$ cat config.mk
export PLATFORM = sky130hd
export DESIGN_NAME = gather_copy_engine
export DESIGN_NICKNAME = d
export VERILOG_FILES = /design/src/rtl/gather_pkg.sv /design/src/rtl/gather_seq.sv /design/src/rtl/gather_ptr.sv /design/src/rtl/gather_pipe.sv /design/src/rtl/gather_copy_engine.sv
export SDC_FILE = /design/constraint.sdc
export NUM_CORES = 1
export LEC_CHECK = 0
export ABC_AREA = 1
export BUFFER_PORTS_ARGS = -buffer_cell sky130_fd_sc_hd__clkbuf_2
export CAP_MARGIN = 20
export CORE_ASPECT_RATIO = 1.1
export CORE_MARGIN = 2
export CORE_UTILIZATION = 35
export CTS_CLUSTER_SIZE = 12
export DETAILED_ROUTE_END_ITERATION = 8
export PLACE_DENSITY = 0.63
export SYNTH_ARGS = -nofsm -noshare
export SYNTH_HDL_FRONTEND = slang
export SYNTH_SLANG_ARGS = --single-unit
$ cat constraint.sdc
create_clock -name clk -period 1.3 [get_ports clk]
set_input_delay 0.065 -clock clk [delete_from_list [all_inputs] [get_ports clk]]
set_output_delay 0.065 -clock clk [all_outputs]
set_load 0.02 [all_outputs]
$ cat src/rtl/gather_pkg.sv
package gather_pkg;

    // Phases of one transfer
    typedef enum logic [2:0] {
        PH_IDLE,
        PH_PRO,
        PH_LOOP,
        PH_EPI,
        PH_DONE
    } phase_e;

    // Stages after the index fetch: lookup read, then destination write
    localparam int DRAIN_CYCLES = 2;
    localparam int DRN_W        = $clog2(DRAIN_CYCLES);

    // Valid flags that travel behind each issued index read
    typedef struct packed {
        logic lut;
        logic wr;
    } pipe_valid_t;

    function automatic logic phase_issues(input phase_e p);
        return (p == PH_PRO) || (p == PH_LOOP);
    endfunction

    function automatic logic phase_busy(input phase_e p);
        return p != PH_IDLE;
    endfunction

endpackage

$ cat src/rtl/gather_seq.sv
module gather_seq
    import gather_pkg::*;
#(
    parameter int CNT_W = 9
) (
    input  logic             clk,
    input  logic             rst,
    input  logic             start,
    input  logic [CNT_W-1:0] count,
    output logic             accept,
    output logic             issue,
    output logic             busy,
    output logic             done
);

    phase_e           ph, ph_n;
    logic [CNT_W-1:0] rem, rem_n;
    logic [DRN_W-1:0] drn, drn_n;

    assign accept = (ph == PH_IDLE) && start;
    assign issue  = phase_issues(ph);
    assign busy   = phase_busy(ph);
    assign done   = (ph == PH_DONE);

    always_comb begin
        ph_n  = ph;
        rem_n = rem;
        drn_n = drn;
        case (ph)
            PH_IDLE: begin
                if (start) begin
                    if (count == '0) begin
                        ph_n = PH_DONE;
                    end else begin
                        ph_n  = PH_PRO;
                        rem_n = count - 1'b1;
                    end
                end
            end
            PH_PRO: begin
                if (rem == '0) begin
                    ph_n  = PH_EPI;
                    drn_n = '0;
                end else begin
                    ph_n = PH_LOOP;
                end
            end
            PH_LOOP: begin
                rem_n = rem - 1'b1;
                if (rem == CNT_W'(1)) begin
                    ph_n  = PH_EPI;
                    drn_n = '0;
                end
            end
            PH_EPI: begin
                if (drn == DRN_W'(DRAIN_CYCLES - 1)) begin
                    ph_n = PH_DONE;
                end else begin
                    drn_n = drn + 1'b1;
                end
            end
            PH_DONE: ph_n = PH_IDLE;
            default: ph_n = PH_IDLE;
        endcase
    end

    always_ff @(posedge clk) begin
        if (rst) begin
            ph  <= PH_IDLE;
            rem <= '0;
            drn <= '0;
        end else begin
            ph  <= ph_n;
            rem <= rem_n;
            drn <= drn_n;
        end
    end

    // completion is a single-cycle pulse
    p_done_pulse_r6: assert property (@(posedge clk) disable iff (rst)
        done |=> !done);

    // an empty transfer finishes in the next cycle
    p_zero_done_r8: assert property (@(posedge clk) disable iff (rst)
        (accept && count == '0) |=> done);

    // a request while busy neither aborts nor restarts the run
    p_busy_hold_r7: assert property (@(posedge clk) disable iff (rst)
        (busy && !done) |=> busy);

endmodule

$ cat src/rtl/gather_ptr.sv
module gather_ptr #(
    parameter int W = 8
) (
    input  logic         clk,
    input  logic         rst,
    input  logic         load,
    input  logic [W-1:0] base,
    input  logic         step,
    output logic [W-1:0] ptr
);

    always_ff @(posedge clk) begin
        if (rst) begin
            ptr <= '0;
        end else if (load) begin
            ptr <= base;
        end else if (step) begin
            ptr <= ptr + 1'b1;
        end
    end

endmodule

$ cat src/rtl/gather_pipe.sv
module gather_pipe
    import gather_pkg::*;
#(
    parameter int LUT_AW = 8,
    parameter int DATA_W = 16
) (
    input  logic              clk,
    input  logic              rst,
    input  logic              issue,
    input  logic [LUT_AW-1:0] idx_data,
    input  logic [DATA_W-1:0] lut_data,
    output logic              lut_en,
    output logic [LUT_AW-1:0] lut_addr,
    output logic              wr_fire,
    output logic [DATA_W-1:0] wr_data
);

    pipe_valid_t v;

    always_ff @(posedge clk) begin
        if (rst) begin
            v <= '0;
        end else begin
            v.lut <= issue;
            v.wr  <= v.lut;
        end
    end

    // The index word is valid only in the cycle after its read
    assign lut_en   = v.lut;
    assign lut_addr = v.lut ? idx_data : '0;
    assign wr_fire  = v.wr;
    assign wr_data  = v.wr ? lut_data : '0;

endmodule

$ cat src/rtl/gather_copy_engine.sv
module gather_copy_engine
    import gather_pkg::*;
#(
    parameter int IDX_AW = 8,
    parameter int LUT_AW = 8,
    parameter int DST_AW = 8,
    parameter int DATA_W = 16,
    parameter int CNT_W  = 9
) (
    input  logic              clk,
    input  logic              rst,
    input  logic              start,
    input  logic [CNT_W-1:0]  count,
    input  logic [IDX_AW-1:0] rd_base,
    input  logic [DST_AW-1:0] wr_base,
    output logic              busy,
    output logic              done,
    output logic              idx_rd_en,
    output logic [IDX_AW-1:0] idx_rd_addr,
    input  logic [LUT_AW-1:0] idx_rd_data,
    output logic              lut_rd_en,
    output logic [LUT_AW-1:0] lut_rd_addr,
    input  logic [DATA_W-1:0] lut_rd_data,
    output logic              dst_wr_en,
    output logic [DST_AW-1:0] dst_wr_addr,
    output logic [DATA_W-1:0] dst_wr_data
);

    logic accept;
    logic issue;

    gather_seq #(.CNT_W(CNT_W)) u_seq (
        .clk    (clk),
        .rst    (rst),
        .start  (start),
        .count  (count),
        .accept (accept),
        .issue  (issue),
        .busy   (busy),
        .done   (done)
    );

    gather_ptr #(.W(IDX_AW)) u_rptr (
        .clk  (clk),
        .rst  (rst),
        .load (accept),
        .base (rd_base),
        .step (issue),
        .ptr  (idx_rd_addr)
    );

    gather_ptr #(.W(DST_AW)) u_wptr (
        .clk  (clk),
        .rst  (rst),
        .load (accept),
        .base (wr_base),
        .step (dst_wr_en),
        .ptr  (dst_wr_addr)
    );

    gather_pipe #(.LUT_AW(LUT_AW), .DATA_W(DATA_W)) u_pipe (
        .clk      (clk),
        .rst      (rst),
        .issue    (issue),
        .idx_data (idx_rd_data),
        .lut_data (lut_rd_data),
        .lut_en   (lut_rd_en),
        .lut_addr (lut_rd_addr),
        .wr_fire  (dst_wr_en),
        .wr_data  (dst_wr_data)
    );

    assign idx_rd_en = issue;

    // a lookup uses index data one cycle after its read
    p_lut_follows_idx_r5: assert property (@(posedge clk) disable iff (rst)
        lut_rd_en |-> $past(idx_rd_en));

    // a write follows its lookup read by one cycle
    p_wr_follows_lut_r4: assert property (@(posedge clk) disable iff (rst)
        dst_wr_en |-> $past(lut_rd_en));

    // consecutive index reads step the address by one
    p_idx_step_r3: assert property (@(posedge clk) disable iff (rst)
        (idx_rd_en && $past(idx_rd_en)) |-> (idx_rd_addr == $past(idx_rd_addr) + 1'b1));

    // consecutive writes step the address by one
    p_wr_step_r3: assert property (@(posedge clk) disable iff (rst)
        (dst_wr_en && $past(dst_wr_en)) |-> (dst_wr_addr == $past(dst_wr_addr) + 1'b1));

    // no write outside a transfer
    p_no_idle_write_r11: assert property (@(posedge clk) disable iff (rst)
        !busy |-> !dst_wr_en);

    // done follows the final write or an empty request
    p_done_after_work_r6: assert property (@(posedge clk) disable iff (rst)
        done |-> ($past(dst_wr_en) || $past(accept && count == '0)));

endmodule

==> qor.yml <==
run:
  cap_violations: 0
synthesis:
  syn-cell-area_mm2: 0.00230
  synth_edf_count: 0
  ys.flop_type: "dfxtp_1"
  synth_top_area_share_pct: 27.0
  ys_types: 38
  synthArstFlopShare_pct: 0
  ys_seq_area_share_pct: 27.0
  synth_cells: 373
  syn_nets: 431
  avgSynthCellArea_um2: 6.16
  synth_top_area_cell: "dfxtp_1"
  ys_ff_latch: 31
  synth_warnings: 0
  synth.area.top_cells: "dfxtp_1 (27%), nand2_1 (16%), inv_1 (10%)"
min_path:
  hold_path_depth: 3
  hold_class: "in2reg"
  hold_end: "u_wptr.ptr[1]$_SDFFE_PP0P_"
  min-delay-start: "wr_base[1]"
placement:
  dpl.hpwl_mm: 5.04
  io_buffers: 96
  pre_cts_ws_ns: -0.0486
  gp_congestion: 0.878
detailed_routing:
  drc: 0
  wl_met1_mm: 2.70
  drtAntennaViolNets: 0
  wirelength_mm: 6.35
  post_drt_via_cell_ratio: 4.76
  firstDrtPassIters: 4
  wl_met3_um: 378
  wl_per_cell_um: 10.8
  wl_met2_mm: 3.19
  dr_total_vias: 2797
  highest_layer: "met4"
  dr.first_iter.drc_count: 97
floorplan:
  dieArea_mm2: 0.00723
  row_count: 30
  die_y_um: 89.0
  ioPinCount: 97
  die_w_um: 81.2
  core-area_mm2: 0.00627
  start_util_pct: 36.6
global_route:
  grt-ovfl-total: 0
  grt_max_degree: 19
  grt_pass1_wl_mm: 10.0
  antenna_found_initial: 0
  grt_pass1_vias: 2472
  track_usage_pct: 17.5
cts:
  clock-sinks: 31
  root_buffer: "clkbuf_8"
  clock_latency_ns: 0.29
  h-tree-depth: 2
  cts_buffers: 5
  clk_pin_slew_worst_paths_ns: 0.07
  hold_buffers: 0
  cts_buffer_depth: 2
  cts_tree: "yes"
sta:
  tightest_slew_ns: 0.297
  rsz0062_at_grt: "yes"
  clock.fmax_mhz: 773
  setup_viol_count_final: 0
  max_slew_margin_pct: 80.1
  fin_skew_ns: 0.00870
  finalCriticalPeriod_ns: 1.29
  hold_viol: 0
  finalCritPeriodShare_pct: 99.5
  drv_slew: 0
  worst_slack_ns: 0.00673
  worst_hold_slack_ns: 0.0192
setup_path:
  path_class: "reg2reg"
  path_cells: "buf_4 > nand3_4 > buf_4 > nor3b_2 > a21oi_2 > nor2_4 > nor2_1"
  cp_max_fo: 6
  ff2ff_path_depth: 7
  crit_cells: 7
  crit_start: "u_seq.ph[1]$_SDFFE_PP0P_"
  cp.required_ns: 1.48
  max_stage_delay_ns: 0.35
  critPathArrivalTime_ns: 1.48
  cp_top_family: "simple AND/OR/NAND/NOR gates"
  start_kind: "flip-flop"
  r2r_end: "u_seq.rem[2]$_SDFFE_PP0P_"
  rrSetupSlack_ns: 0.007
  critPathSlowestCell: "dfxtp_2"
  cp_common_cell: "buf_4"
  r2r-start: "u_seq.ph[1]$_SDFFE_PP0P_"
  end_kind: "flip-flop"
  crit_buf_inv: 2
final_layout:
  num_antenna_cells: 0
  fillers: 606
  nets: 564
  area_delta_synth_final_pct: 48.5
  layout-drive-gt1-share_pct: 39.6
pwr:
  p_per_area_mw_per_mm2: 1890
  ir_worst_vdd_mv: 1.10
  p_leak_nw: 1.92
outcome:
  status: "completed"
[where the power goes]
| part | internal (mW) | total, mW | leakage [nW] | switching (mW) |
|---|---|---|---|---|
| sequential | 1.25 | 1.53 | 0.259 | 0.273 |
| combinational | 1.60 | 3.91 | 1.60 | 2.30 |
| clock | 0.620 | 1.01 | 0.0612 | 0.391 |
[worst max path at each step]
| stage | end | slack, ns |
|---|---|---|
| after detailed placement | u_seq.rem[8]$_SDFFE_PP0P_ | -0.05 |
| after floorplan | u_wptr.ptr[6]$_SDFFE_PP0P_ | 0.002 |
| after CTS | u_wptr.ptr[6]$_SDFFE_PP0P_ | -0.05 |
| final | u_seq.rem[2]$_SDFFE_PP0P_ | 0.007 |
| after global routing | u_seq.rem[6]$_SDFFE_PP0P_ | -0.07 |
| after global placement | u_seq.rem[8]$_SDFFE_PP0P_ | -0.02 |
[synth_stat cells, types with 3 or more instances]
| library cell | instances |
|---|---|
| a21oi_1 | 14 |
| inv_2 | 5 |
| o21ai_1 | 3 |
| clkbuf_1 | 4 |
| xor2_1 | 4 |
| o21ai_0 | 22 |
| nor2_4 | 3 |
| a31oi_1 | 4 |
| nand3_1 | 31 |
| nor3_1 | 4 |
| ha_1 | 6 |
| dfxtp_1 | 31 |
| nand2_1 | 96 |
| inv_1 | 64 |
| nor2_1 | 49 |
| nand4_1 | 7 |
[area by class of cell]
type	count	area (um^2)	area share, %
repair buffers	135	801	23.5
clock buffers	6	82.6	2.42
well taps	80	100	2.93
multi-input cells	264	1490	43.6
inverters	69	272	7.96
clock inverters	2	35.0	1.03
flip-flops and latches	31	634	18.6
[worst min-delay path, stage by stage]
cell and delay [ns]:
clkbuf_2 0.08, nand2_1 0.05, a31oi_1 0.07
[repair_timing]
item                       CTS  global route
gates cloned                 0             0
setup endpoints to repair   17            37
buffers inserted             1             3
gates resized for setup     14            51
pin swaps                    6            16
[layer usage]
layer	track usage [%]	vias up
li1	-	1441
met1	19.4	1270
met2	32.5	77
met3	3.13	9
met4	7.70	0
met5	0	-
[kinds of logic (layout without fill, tap and decap cells)]
group                    count (synthesis)  after routing  synth area share (%)
AND/OR/NAND/NOR                        205            205                  42.3
XOR/XNOR                                 5              5                  1.91
flip-flops                              31             31                  27.0
AO/OA/AOI/OAI                           47             47                  10.9
multiplexers                             1              1                 0.436
buffers and inverters                   78            212                  14.2
adder cells (fa/ha/maj)                  6              6                  3.27
[cell usage in the layout (no fill, tap or decap), types with 3 or more instances in the layout]
master,instances
nor2_2,6
a21oi_1,12
ha_1,4
nor2_4,10
clkbuf_8,6
xor2_1,4
clkbuf_2,94
dfxtp_1,22
o21ai_0,20
nand4_1,7
inv_2,7
buf_4,35
buf_6,6
nand2_1,90
nor3_1,3
o21ai_1,5
nand3_1,29
a31oi_1,4
dfxtp_2,8
inv_1,59
nor2_1,37
nand2_8,3
nand3_2,3
nand2_2,6
[registers in the layout, summed over array words and instances, names as in the netlist]
register,count
u_seq.rem,9
u_rptr.ptr,8
u_wptr.ptr,8
u_seq.ph,3
u_pipe.lut_en,1
u_pipe.wr_fire,1
u_seq.drn,1
[metrics by stage]
step	total power, mW	cells	TNS, ns	instance area (um^2)	util (%)
after floorplan	3.76	373	0	2300	-
after global placement	4.89	575	-0.132	3080	49.1
after detailed placement	4.93	575	-0.359	3080	49.1
after CTS	6.09	584	-0.214	3250	51.8
after global routing	6.93	587	-0.673	3410	54.4
final	6.45	587	0	3410	54.4
Note: power is estimated with default switching activity, not from simulation.
